[config.mk]
export PLATFORM = sky130hd
export DESIGN_NAME = sio_clkgen
export DESIGN_NICKNAME = d
export VERILOG_FILES = /design/src/rtl/sio_pkg.sv /design/src/rtl/sio_div.sv /design/src/rtl/sio_frame_ctl.sv /design/src/rtl/sio_pad.sv /design/src/rtl/sio_clkgen.sv
export SDC_FILE = /design/constraint.sdc
export NUM_CORES = 1
export LEC_CHECK = 0
export BUFFER_PORTS_ARGS = -buffer_cell sky130_fd_sc_hd__buf_2
export CAP_MARGIN = 20
export CORE_MARGIN = 10
export CORE_UTILIZATION = 55
export DETAILED_ROUTE_END_ITERATION = 8
export PLACE_DENSITY = 0.77
export SYNTH_ARGS = -nofsm -noshare
export SYNTH_HDL_FRONTEND = slang
export SYNTH_HIERARCHICAL = 1
export SYNTH_SLANG_ARGS = --single-unit
[constraint.sdc]
create_clock -name clk -period 8.2 [get_ports clk]
set_input_delay 1.64 -clock clk [delete_from_list [all_inputs] [get_ports clk]]
set_output_delay 1.64 -clock clk [all_outputs]
set_load 0.02 [all_outputs]
[src/rtl/sio_pkg.sv]
package sio_pkg;

   typedef enum logic [1:0] {
      ST_IDLE  = 2'd0,
      ST_SHIFT = 2'd1,
      ST_END   = 2'd2
   } sio_state_e;

   localparam int unsigned SIO_SCALE_SH = 3;
   localparam int unsigned SIO_PIN_CNT  = 2;

endpackage

[src/rtl/sio_div.sv]
module sio_div #(
   parameter int unsigned DIV_W       = 15,
   parameter int unsigned SCALE_SH    = 3,
   parameter int unsigned SYNC_STAGES = 2
) (
   input  logic             clk,
   input  logic             rst_n,
   input  logic             active,
   input  logic             ext_mode,
   input  logic [DIV_W-1:0] div_val,
   input  logic             ext_clk_i,
   output logic             clk_lvl,
   output logic             rise_p,
   output logic             fall_p
);

   localparam int unsigned CNT_W = DIV_W + SCALE_SH;

   if (SYNC_STAGES < 2) begin : g_bad_sync
      $error("sio_div: SYNC_STAGES must be at least 2");
   end
   if (DIV_W < 2) begin : g_bad_div
      $error("sio_div: DIV_W must be at least 2");
   end

   logic [CNT_W-1:0] reload;
   logic [CNT_W-1:0] cnt_q;
   logic             int_q;
   logic             int_rise;
   logic             int_fall;

   assign reload = {div_val, {SCALE_SH{1'b0}}};

   always_ff @(posedge clk or negedge rst_n) begin
      if (!rst_n) begin
         cnt_q <= '0;
         int_q <= 1'b0;
      end else if (!active) begin
         cnt_q <= reload;
         int_q <= 1'b0;
      end else if (cnt_q == '0) begin
         cnt_q <= reload;
         int_q <= ~int_q;
      end else begin
         cnt_q <= cnt_q - 1'b1;
      end
   end

   assign int_rise = active && (cnt_q == '0) && !int_q;
   assign int_fall = active && (cnt_q == '0) && int_q;

   logic [SYNC_STAGES-1:0] sync_q;
   logic                   ext_prev_q;
   logic                   ext_lvl;

   always_ff @(posedge clk or negedge rst_n) begin
      if (!rst_n) begin
         sync_q     <= '0;
         ext_prev_q <= 1'b0;
      end else begin
         sync_q     <= {sync_q[SYNC_STAGES-2:0], ext_clk_i};
         ext_prev_q <= sync_q[SYNC_STAGES-1];
      end
   end

   assign ext_lvl = sync_q[SYNC_STAGES-1];

   always_comb begin
      if (ext_mode) begin
         clk_lvl = ext_lvl;
         rise_p  = ext_lvl && !ext_prev_q;
         fall_p  = !ext_lvl && ext_prev_q;
      end else begin
         clk_lvl = int_q;
         rise_p  = int_rise;
         fall_p  = int_fall;
      end
   end

   // divider clock rests low while idle
   a_r1_idle_low: assert property (@(posedge clk) disable iff (!rst_n)
      !active |=> !int_q);

   // no toggle until the half-period count runs out
   a_r1_hold_phase: assert property (@(posedge clk) disable iff (!rst_n)
      (active && cnt_q != '0) |=> $stable(int_q));

   // rising and falling pulses are exclusive
   a_r10_edge_excl: assert property (@(posedge clk) disable iff (!rst_n)
      $onehot0({rise_p, fall_p}));

endmodule

[src/rtl/sio_frame_ctl.sv]
module sio_frame_ctl
   import sio_pkg::*;
#(
   parameter int unsigned LEN_W = 8
) (
   input  logic             clk,
   input  logic             rst_n,
   input  logic             run_en,
   input  logic             ext_mode,
   input  logic             bidir_mode,
   input  logic [LEN_W-1:0] frame_len,
   input  logic             rise_p,
   input  logic             fall_p,
   output logic             active,
   output logic             end_lvl,
   output logic             shift_edge,
   output logic             sample_valid
);

   if (LEN_W < 2) begin : g_bad_len
      $error("sio_frame_ctl: LEN_W must be at least 2");
   end

   localparam logic [LEN_W-1:0] LEN_ONE = LEN_W'(1);
   localparam logic [LEN_W-1:0] LEN_TWO = LEN_W'(2);

   sio_state_e       state_q;
   logic [LEN_W-1:0] bit_q;
   logic [LEN_W-1:0] eff_len;
   logic [LEN_W-1:0] last_idx;
   logic             start_ok;

   always_comb begin
      if (bidir_mode && frame_len < LEN_TWO) begin
         eff_len = LEN_TWO;
      end else if (frame_len == '0) begin
         eff_len = LEN_ONE;
      end else begin
         eff_len = frame_len;
      end
   end

   assign last_idx = eff_len - LEN_ONE;
   assign start_ok = run_en && (!ext_mode || fall_p);

   always_ff @(posedge clk or negedge rst_n) begin
      if (!rst_n) begin
         state_q <= ST_IDLE;
         bit_q   <= '0;
      end else begin
         unique case (state_q)
            ST_IDLE: begin
               if (start_ok) begin
                  state_q <= ST_SHIFT;
                  bit_q   <= '0;
               end
            end
            ST_SHIFT: begin
               if (fall_p) begin
                  if (bit_q == last_idx) begin
                     state_q <= ST_END;
                  end else begin
                     bit_q <= bit_q + 1'b1;
                  end
               end
            end
            ST_END: begin
               if (fall_p) begin
                  bit_q <= '0;
                  if (run_en) begin
                     state_q <= ST_SHIFT;
                  end else begin
                     state_q <= ST_IDLE;
                  end
               end
            end
            default: state_q <= ST_IDLE;
         endcase
      end
   end

   assign active       = (state_q != ST_IDLE);
   assign end_lvl      = (state_q == ST_END);
   assign shift_edge   = (state_q == ST_SHIFT) && fall_p;
   assign sample_valid = (state_q == ST_SHIFT) && rise_p && (bit_q != '0);

   // idle holds while run is low
   a_r3_idle_hold: assert property (@(posedge clk) disable iff (!rst_n)
      (state_q == ST_IDLE && !run_en) |=> (state_q == ST_IDLE));

   // a frame in progress ignores the run bit until its last falling edge
   a_r5_shift_keeps: assert property (@(posedge clk) disable iff (!rst_n)
      (state_q == ST_SHIFT && !fall_p) |=> (state_q == ST_SHIFT));

   // end strobe lasts until the next falling edge
   a_r4_end_keeps: assert property (@(posedge clk) disable iff (!rst_n)
      (state_q == ST_END && !fall_p) |=> (state_q == ST_END));

   // bit index never passes the effective length
   a_r7_len_bound: assert property (@(posedge clk) disable iff (!rst_n)
      (state_q == ST_SHIFT) |-> (bit_q < eff_len));

   // no sample is taken in the frame's first cycle
   a_r6_first_drop: assert property (@(posedge clk) disable iff (!rst_n)
      $rose(state_q == ST_SHIFT) |-> !sample_valid);

endmodule

[src/rtl/sio_pad.sv]
module sio_pad (
   input  logic level,
   input  logic od_mode,
   input  logic release_i,
   output logic pin_o,
   output logic pin_oe
);

   always_comb begin
      if (release_i) begin
         pin_o  = 1'b0;
         pin_oe = 1'b0;
      end else if (od_mode) begin
         pin_o  = 1'b0;
         pin_oe = !level;
      end else begin
         pin_o  = level;
         pin_oe = 1'b1;
      end
   end

endmodule

[src/rtl/sio_clkgen.sv]
module sio_clkgen
   import sio_pkg::*;
#(
   parameter int unsigned DIV_W       = 15,
   parameter int unsigned LEN_W       = 8,
   parameter int unsigned SYNC_STAGES = 2,
   parameter int unsigned MIN_DIV     = 24
) (
   input  logic             clk,
   input  logic             rst_n,
   input  logic             run_en,
   input  logic [DIV_W-1:0] clk_div,
   input  logic [LEN_W-1:0] frame_len,
   input  logic             bidir_mode,
   input  logic             od_mode,
   input  logic             ext_clk_mode,
   input  logic             sclk_i,
   output logic             sclk_o,
   output logic             sclk_oe,
   output logic             send_o,
   output logic             send_oe,
   output logic             shift_edge,
   output logic             sample_valid,
   output logic             too_fast
);

   if (MIN_DIV >= (1 << DIV_W)) begin : g_bad_min
      $error("sio_clkgen: MIN_DIV does not fit in DIV_W bits");
   end

   localparam logic [DIV_W-1:0] MIN_DIV_V = DIV_W'(MIN_DIV);

   logic clk_lvl;
   logic rise_p;
   logic fall_p;
   logic ctl_active;
   logic end_lvl;

   sio_div #(
      .DIV_W       (DIV_W),
      .SCALE_SH    (SIO_SCALE_SH),
      .SYNC_STAGES (SYNC_STAGES)
   ) u_div (
      .clk       (clk),
      .rst_n     (rst_n),
      .active    (ctl_active && !ext_clk_mode),
      .ext_mode  (ext_clk_mode),
      .div_val   (clk_div),
      .ext_clk_i (sclk_i),
      .clk_lvl   (clk_lvl),
      .rise_p    (rise_p),
      .fall_p    (fall_p)
   );

   sio_frame_ctl #(
      .LEN_W (LEN_W)
   ) u_ctl (
      .clk          (clk),
      .rst_n        (rst_n),
      .run_en       (run_en),
      .ext_mode     (ext_clk_mode),
      .bidir_mode   (bidir_mode),
      .frame_len    (frame_len),
      .rise_p       (rise_p),
      .fall_p       (fall_p),
      .active       (ctl_active),
      .end_lvl      (end_lvl),
      .shift_edge   (shift_edge),
      .sample_valid (sample_valid)
   );

   logic [SIO_PIN_CNT-1:0] pin_lvl;
   logic [SIO_PIN_CNT-1:0] pin_rel;
   logic [SIO_PIN_CNT-1:0] pin_out;
   logic [SIO_PIN_CNT-1:0] pin_en;

   assign pin_lvl = {end_lvl, clk_lvl};
   assign pin_rel = {1'b0, ext_clk_mode};

   for (genvar p = 0; p < SIO_PIN_CNT; p++) begin : g_pad
      sio_pad u_pad (
         .level     (pin_lvl[p]),
         .od_mode   (od_mode),
         .release_i (pin_rel[p]),
         .pin_o     (pin_out[p]),
         .pin_oe    (pin_en[p])
      );
   end

   assign sclk_o  = pin_out[0];
   assign sclk_oe = pin_en[0];
   assign send_o  = pin_out[1];
   assign send_oe = pin_en[1];

   assign too_fast = !ext_clk_mode && (clk_div < MIN_DIV_V);

   // open-drain end pin releases while the strobe is high
   a_r8_od_release: assert property (@(posedge clk) disable iff (!rst_n)
      (od_mode && end_lvl) |-> !send_oe);

   // clock pin never driven in external-clock mode
   a_r9_ext_input: assert property (@(posedge clk) disable iff (!rst_n)
      ext_clk_mode |-> !sclk_oe);

   // no advance and sample in the same cycle
   a_r10_no_overlap: assert property (@(posedge clk) disable iff (!rst_n)
      !(shift_edge && sample_valid));

endmodule

==> impl_metrics.yaml <==
worst_setup_path:
  worst_path_required_time_ns: 6.56
  rrSetupSlack_ns: 4.78
  path_delay_family: "simple AND/OR/NAND/NOR gates"
  crit_path_end_kind: "output pin"
  worst-setup-path-type: "in2out"
  worstSetupStartpointType: "input port"
  crit-reg2reg-launch: "u_div/cnt_q[0]"
  crit_top_cell: "sky130_fd_sc_hd__buf_2"
  timing.critical_path.buf_inv: 3
  r2r_end: "u_ctl/bit_q[5]"
  timing.critical_path.slowest_stage_cell: "sky130_fd_sc_hd__nor2b_1"
  cp.arrival_ns: 3.28
  crit_path_cell_trace: "buf_2 -> nor2b_1 -> nand3_1 -> o21ai_0 -> nand2_1 -> inv_1 -> buf_2"
  crit_path_max_incr_delay_ns: 0.43
  critical_path_fanout_max: 9
  ff2ff_path_depth: 12
timing:
  setup_violations: 0
  fin_hold_ws_ns: 0.351
  fin_worst_skew_ns: 0.0107
  fin_ws_ns: 3.28
  finalSetupTns_ns: 0
  slew_headroom: 0.428
  slew_violations: 0
  transition_time_at_the_pin_with_the_least_slew_margin_ns: 0.850
  min_period_over_period: 0.600
  final-hold-violation-count: 0
  post-route-min-period_ns: 4.92
  fmax_mhz: 203
  grt_setup_unrepaired: "false"
synthesis:
  synth_common_cells: "32 x sky130_fd_sc_hd__dfrtp_1, 16 x sky130_fd_sc_hd__nand2_1, 15 x sky130_fd_sc_hd__xnor2_1"
  synthAdderAreaFrac: 0.0220
  dominant_combinational_cell_family_by_area_after_synthesis: "simple AND/OR/NAND/NOR gates"
  synth_top_cell_area_share: 0.352
  muxShareOfSynthArea: 0.0758
  synth_async_sr_flop_share: 1.00
  synth_simple_gate_area_frac: 0.265
  yosys_warning_count: 6
  syn-mean-instance-area_um2: 9.53
  synth.cell_area_mm2: 0.00228
  synthesis.instances: 239
  synth.largest_area_cell: "sky130_fd_sc_hd__dfrtp_1"
  synth_edf_count: 0
  dominantRegCellSynth: "sky130_fd_sc_hd__dfrtp_1"
  synth_compound_gate_area_share: 0.166
  synth_xor_xnor_area_share: 0.0808
  ys_ff_latch: 32
  ys_seq_area_frac: 0.352
  synth_top_cells_by_area: "sky130_fd_sc_hd__dfrtp_1 35%, sky130_fd_sc_hd__xnor2_1 5.8%, sky130_fd_sc_hd__mux2_4 3.3%"
  yosys.cell_count.top_type: "sky130_fd_sc_hd__dfrtp_1"
  yosys.cell_types.count: 59
grt:
  globalRouteOverflowTotal: 0
  grt_pass1_wl_mm: 8.74
  largest_net_degree_at_the_start_of_global_routing: 33
  grt_pass1_vias: 1893
  grtUsageTotal: 0.145
  initial_antenna_violation_count: 0
clocking:
  clock_insertion_delay_worst_skew_ns: 0.29
  postCtsHoldBufs: 0
  clock-root-buffer: "sky130_fd_sc_hd__clkbuf_8"
  post_cts.repair.setup_buffers: 0
  clk_pin_slew_ns: 0.06
  h-tree-depth: 2
  tritoncts: "yes"
  cts_buffer_count: 5
  number_of_gates_resized_after_cts: 0
  cts_max_path_buffers: 2
  cts_num_sinks: 32
final_layout:
  fillers: 339
  design.final.nets: 308
  post_route_cells_drive_above_1_share: 0.265
  flow.area_growth_from_synthesis_pct: 13.5
  antenna_cells: 0
  post-route-cell-area_mm2: 0.00258
min_path:
  min_delay_src: "u_div/sync_q[0]"
  worstHoldPathCells: 0
  holdCritPathClass: "reg2reg"
  worstHoldEndpoint: "u_div/sync_q[1]"
routing:
  total_number_of_vias: 1911
  drt-total-wl_mm: 5.05
  average_vias_per_placed_instance: 5.88
  first_iter_violations: 106
  detail_route.first_pass.iterations: 4
  detail_route.drc_violations: 0
  detail_route.wl_per_cell_um: 15.5
  postRouteAntennaNets: 0
die:
  coreArea_mm2: 0.00400
  boundaryPins: 37
  number_of_rows_in_the_core_area: 23
  floorplan.die_area_mm2: 0.00711
  fp.dieH_um: 84.3
  initial_utilization: 0.569
  die_width_um: 84.3
placement:
  placed_cell_area_mm2: 0.00247
  detailedPlacementHpwl_mm: 3.87
  gp_routability_congestion: 0.819
  preCtsSetupSlack_ns: 3.31
  i_o_buffers: 36
pwr:
  ir_drop_mv: 0.166
  power_leakage_nw: 1.09
  powerDensity_mw_per_mm2: 247
job:
  max_cap_viol_count: 0
status:
  run_status: "completed"
-- power breakdown --
| group | switching [mW] | internal (mW) |
|---|---|---|
| Sequential | 0.0604 | 0.200 |
| Clock | 0.0590 | 0.0898 |
| Combinational | 0.119 | 0.111 |
| Total | 0.238 | 0.401 |
-- through the flow --
stage                     std cells  power [mW]   util
after detailed placement        317       0.492  0.618
after CTS                       325       0.644  0.646
final                           325       0.639  0.646
after global routing            325       0.685  0.646
after floorplan                 240       0.438      -
after global placement          317       0.484  0.618
-- per-layer routing --
metal | GRT usage | vias to the layer above | wire, um
met2 | 0.231 | 48 | 2350
li1 | - | 953 | -
met3 | 0.0367 | 4 | 264
met4 | 0.0644 | 0 | 54
met1 | 0.181 | 906 | 2390
met5 | 0 | - | 0
-- how the worst max path moves through the flow --
stage,cells after the start,from,to,slack [ns]
CTS,7,ext_clk_mode,shift_edge,3.29
detailed placement,7,ext_clk_mode,shift_edge,3.31
global placement,7,ext_clk_mode,shift_edge,3.41
global route,7,ext_clk_mode,shift_edge,3.11
floorplan,6,ext_clk_mode,shift_edge,3.84
finish,7,ext_clk_mode,shift_edge,3.28
-- logic make-up after synthesis --
| kind of cell | count (synthesis) |
|---|---|
| simple gates | 98 |
| compound gates | 51 |
| fa+ha+maj | 4 |
| xor+xnor | 21 |
| flops | 32 |
| buf+inv | 18 |
| mux | 14 |
| other cells | 1 |
-- state kept, by name, indices dropped and copies added (netlist names) --
register / flops
u_div/cnt_q: 18
u_div/int_q: 1
u_div/ext_prev_q: 1
u_ctl/state_q: 2
u_ctl/bit_q: 8
u_div/sync_q: 2
-- final cells by class --
class | count | area [um2] | area share
tap | 50 | 62.6 | 0.0242
sequential | 32 | 801 | 0.310
timing repair buffer | 36 | 180 | 0.0697
clock buffer | 5 | 68.8 | 0.0266
multi-input combinational | 190 | 1400 | 0.540
inverter | 9 | 33.8 | 0.0131
clock inverter | 3 | 42.5 | 0.0165
-- layout by cell type, fill, tap and decap left out, types with 2 or more instances in the layout --
master	n
sky130_fd_sc_hd__buf_2	36
sky130_fd_sc_hd__nor3b_2	2
sky130_fd_sc_hd__a21boi_1	2
sky130_fd_sc_hd__o21a_1	2
sky130_fd_sc_hd__o41ai_1	3
sky130_fd_sc_hd__xor2_1	6
sky130_fd_sc_hd__o211ai_1	2
sky130_fd_sc_hd__mux2_4	5
sky130_fd_sc_hd__conb_1	2
sky130_fd_sc_hd__o31ai_1	3
sky130_fd_sc_hd__nand2b_1	4
sky130_fd_sc_hd__o32ai_1	2
sky130_fd_sc_hd__nor4_2	2
sky130_fd_sc_hd__xnor2_1	15
sky130_fd_sc_hd__or4_1	3
sky130_fd_sc_hd__nor4_1	4
sky130_fd_sc_hd__or2_2	4
sky130_fd_sc_hd__a31oi_1	5
sky130_fd_sc_hd__clkbuf_8	5
sky130_fd_sc_hd__ha_1	4
sky130_fd_sc_hd__nand2_1	16
sky130_fd_sc_hd__and2_1	5
sky130_fd_sc_hd__nor3_1	10
sky130_fd_sc_hd__o21ai_0	11
sky130_fd_sc_hd__dfrtp_1	32
sky130_fd_sc_hd__nor2_1	13
sky130_fd_sc_hd__nand4_1	7
sky130_fd_sc_hd__mux2_2	6
sky130_fd_sc_hd__nor2b_1	6
sky130_fd_sc_hd__nor3b_1	3
sky130_fd_sc_hd__nand3_1	8
sky130_fd_sc_hd__inv_1	9
sky130_fd_sc_hd__a21oi_1	7
sky130_fd_sc_hd__a31o_2	2
sky130_fd_sc_hd__mux2i_1	3
Power figures use the tool's default switching activity.
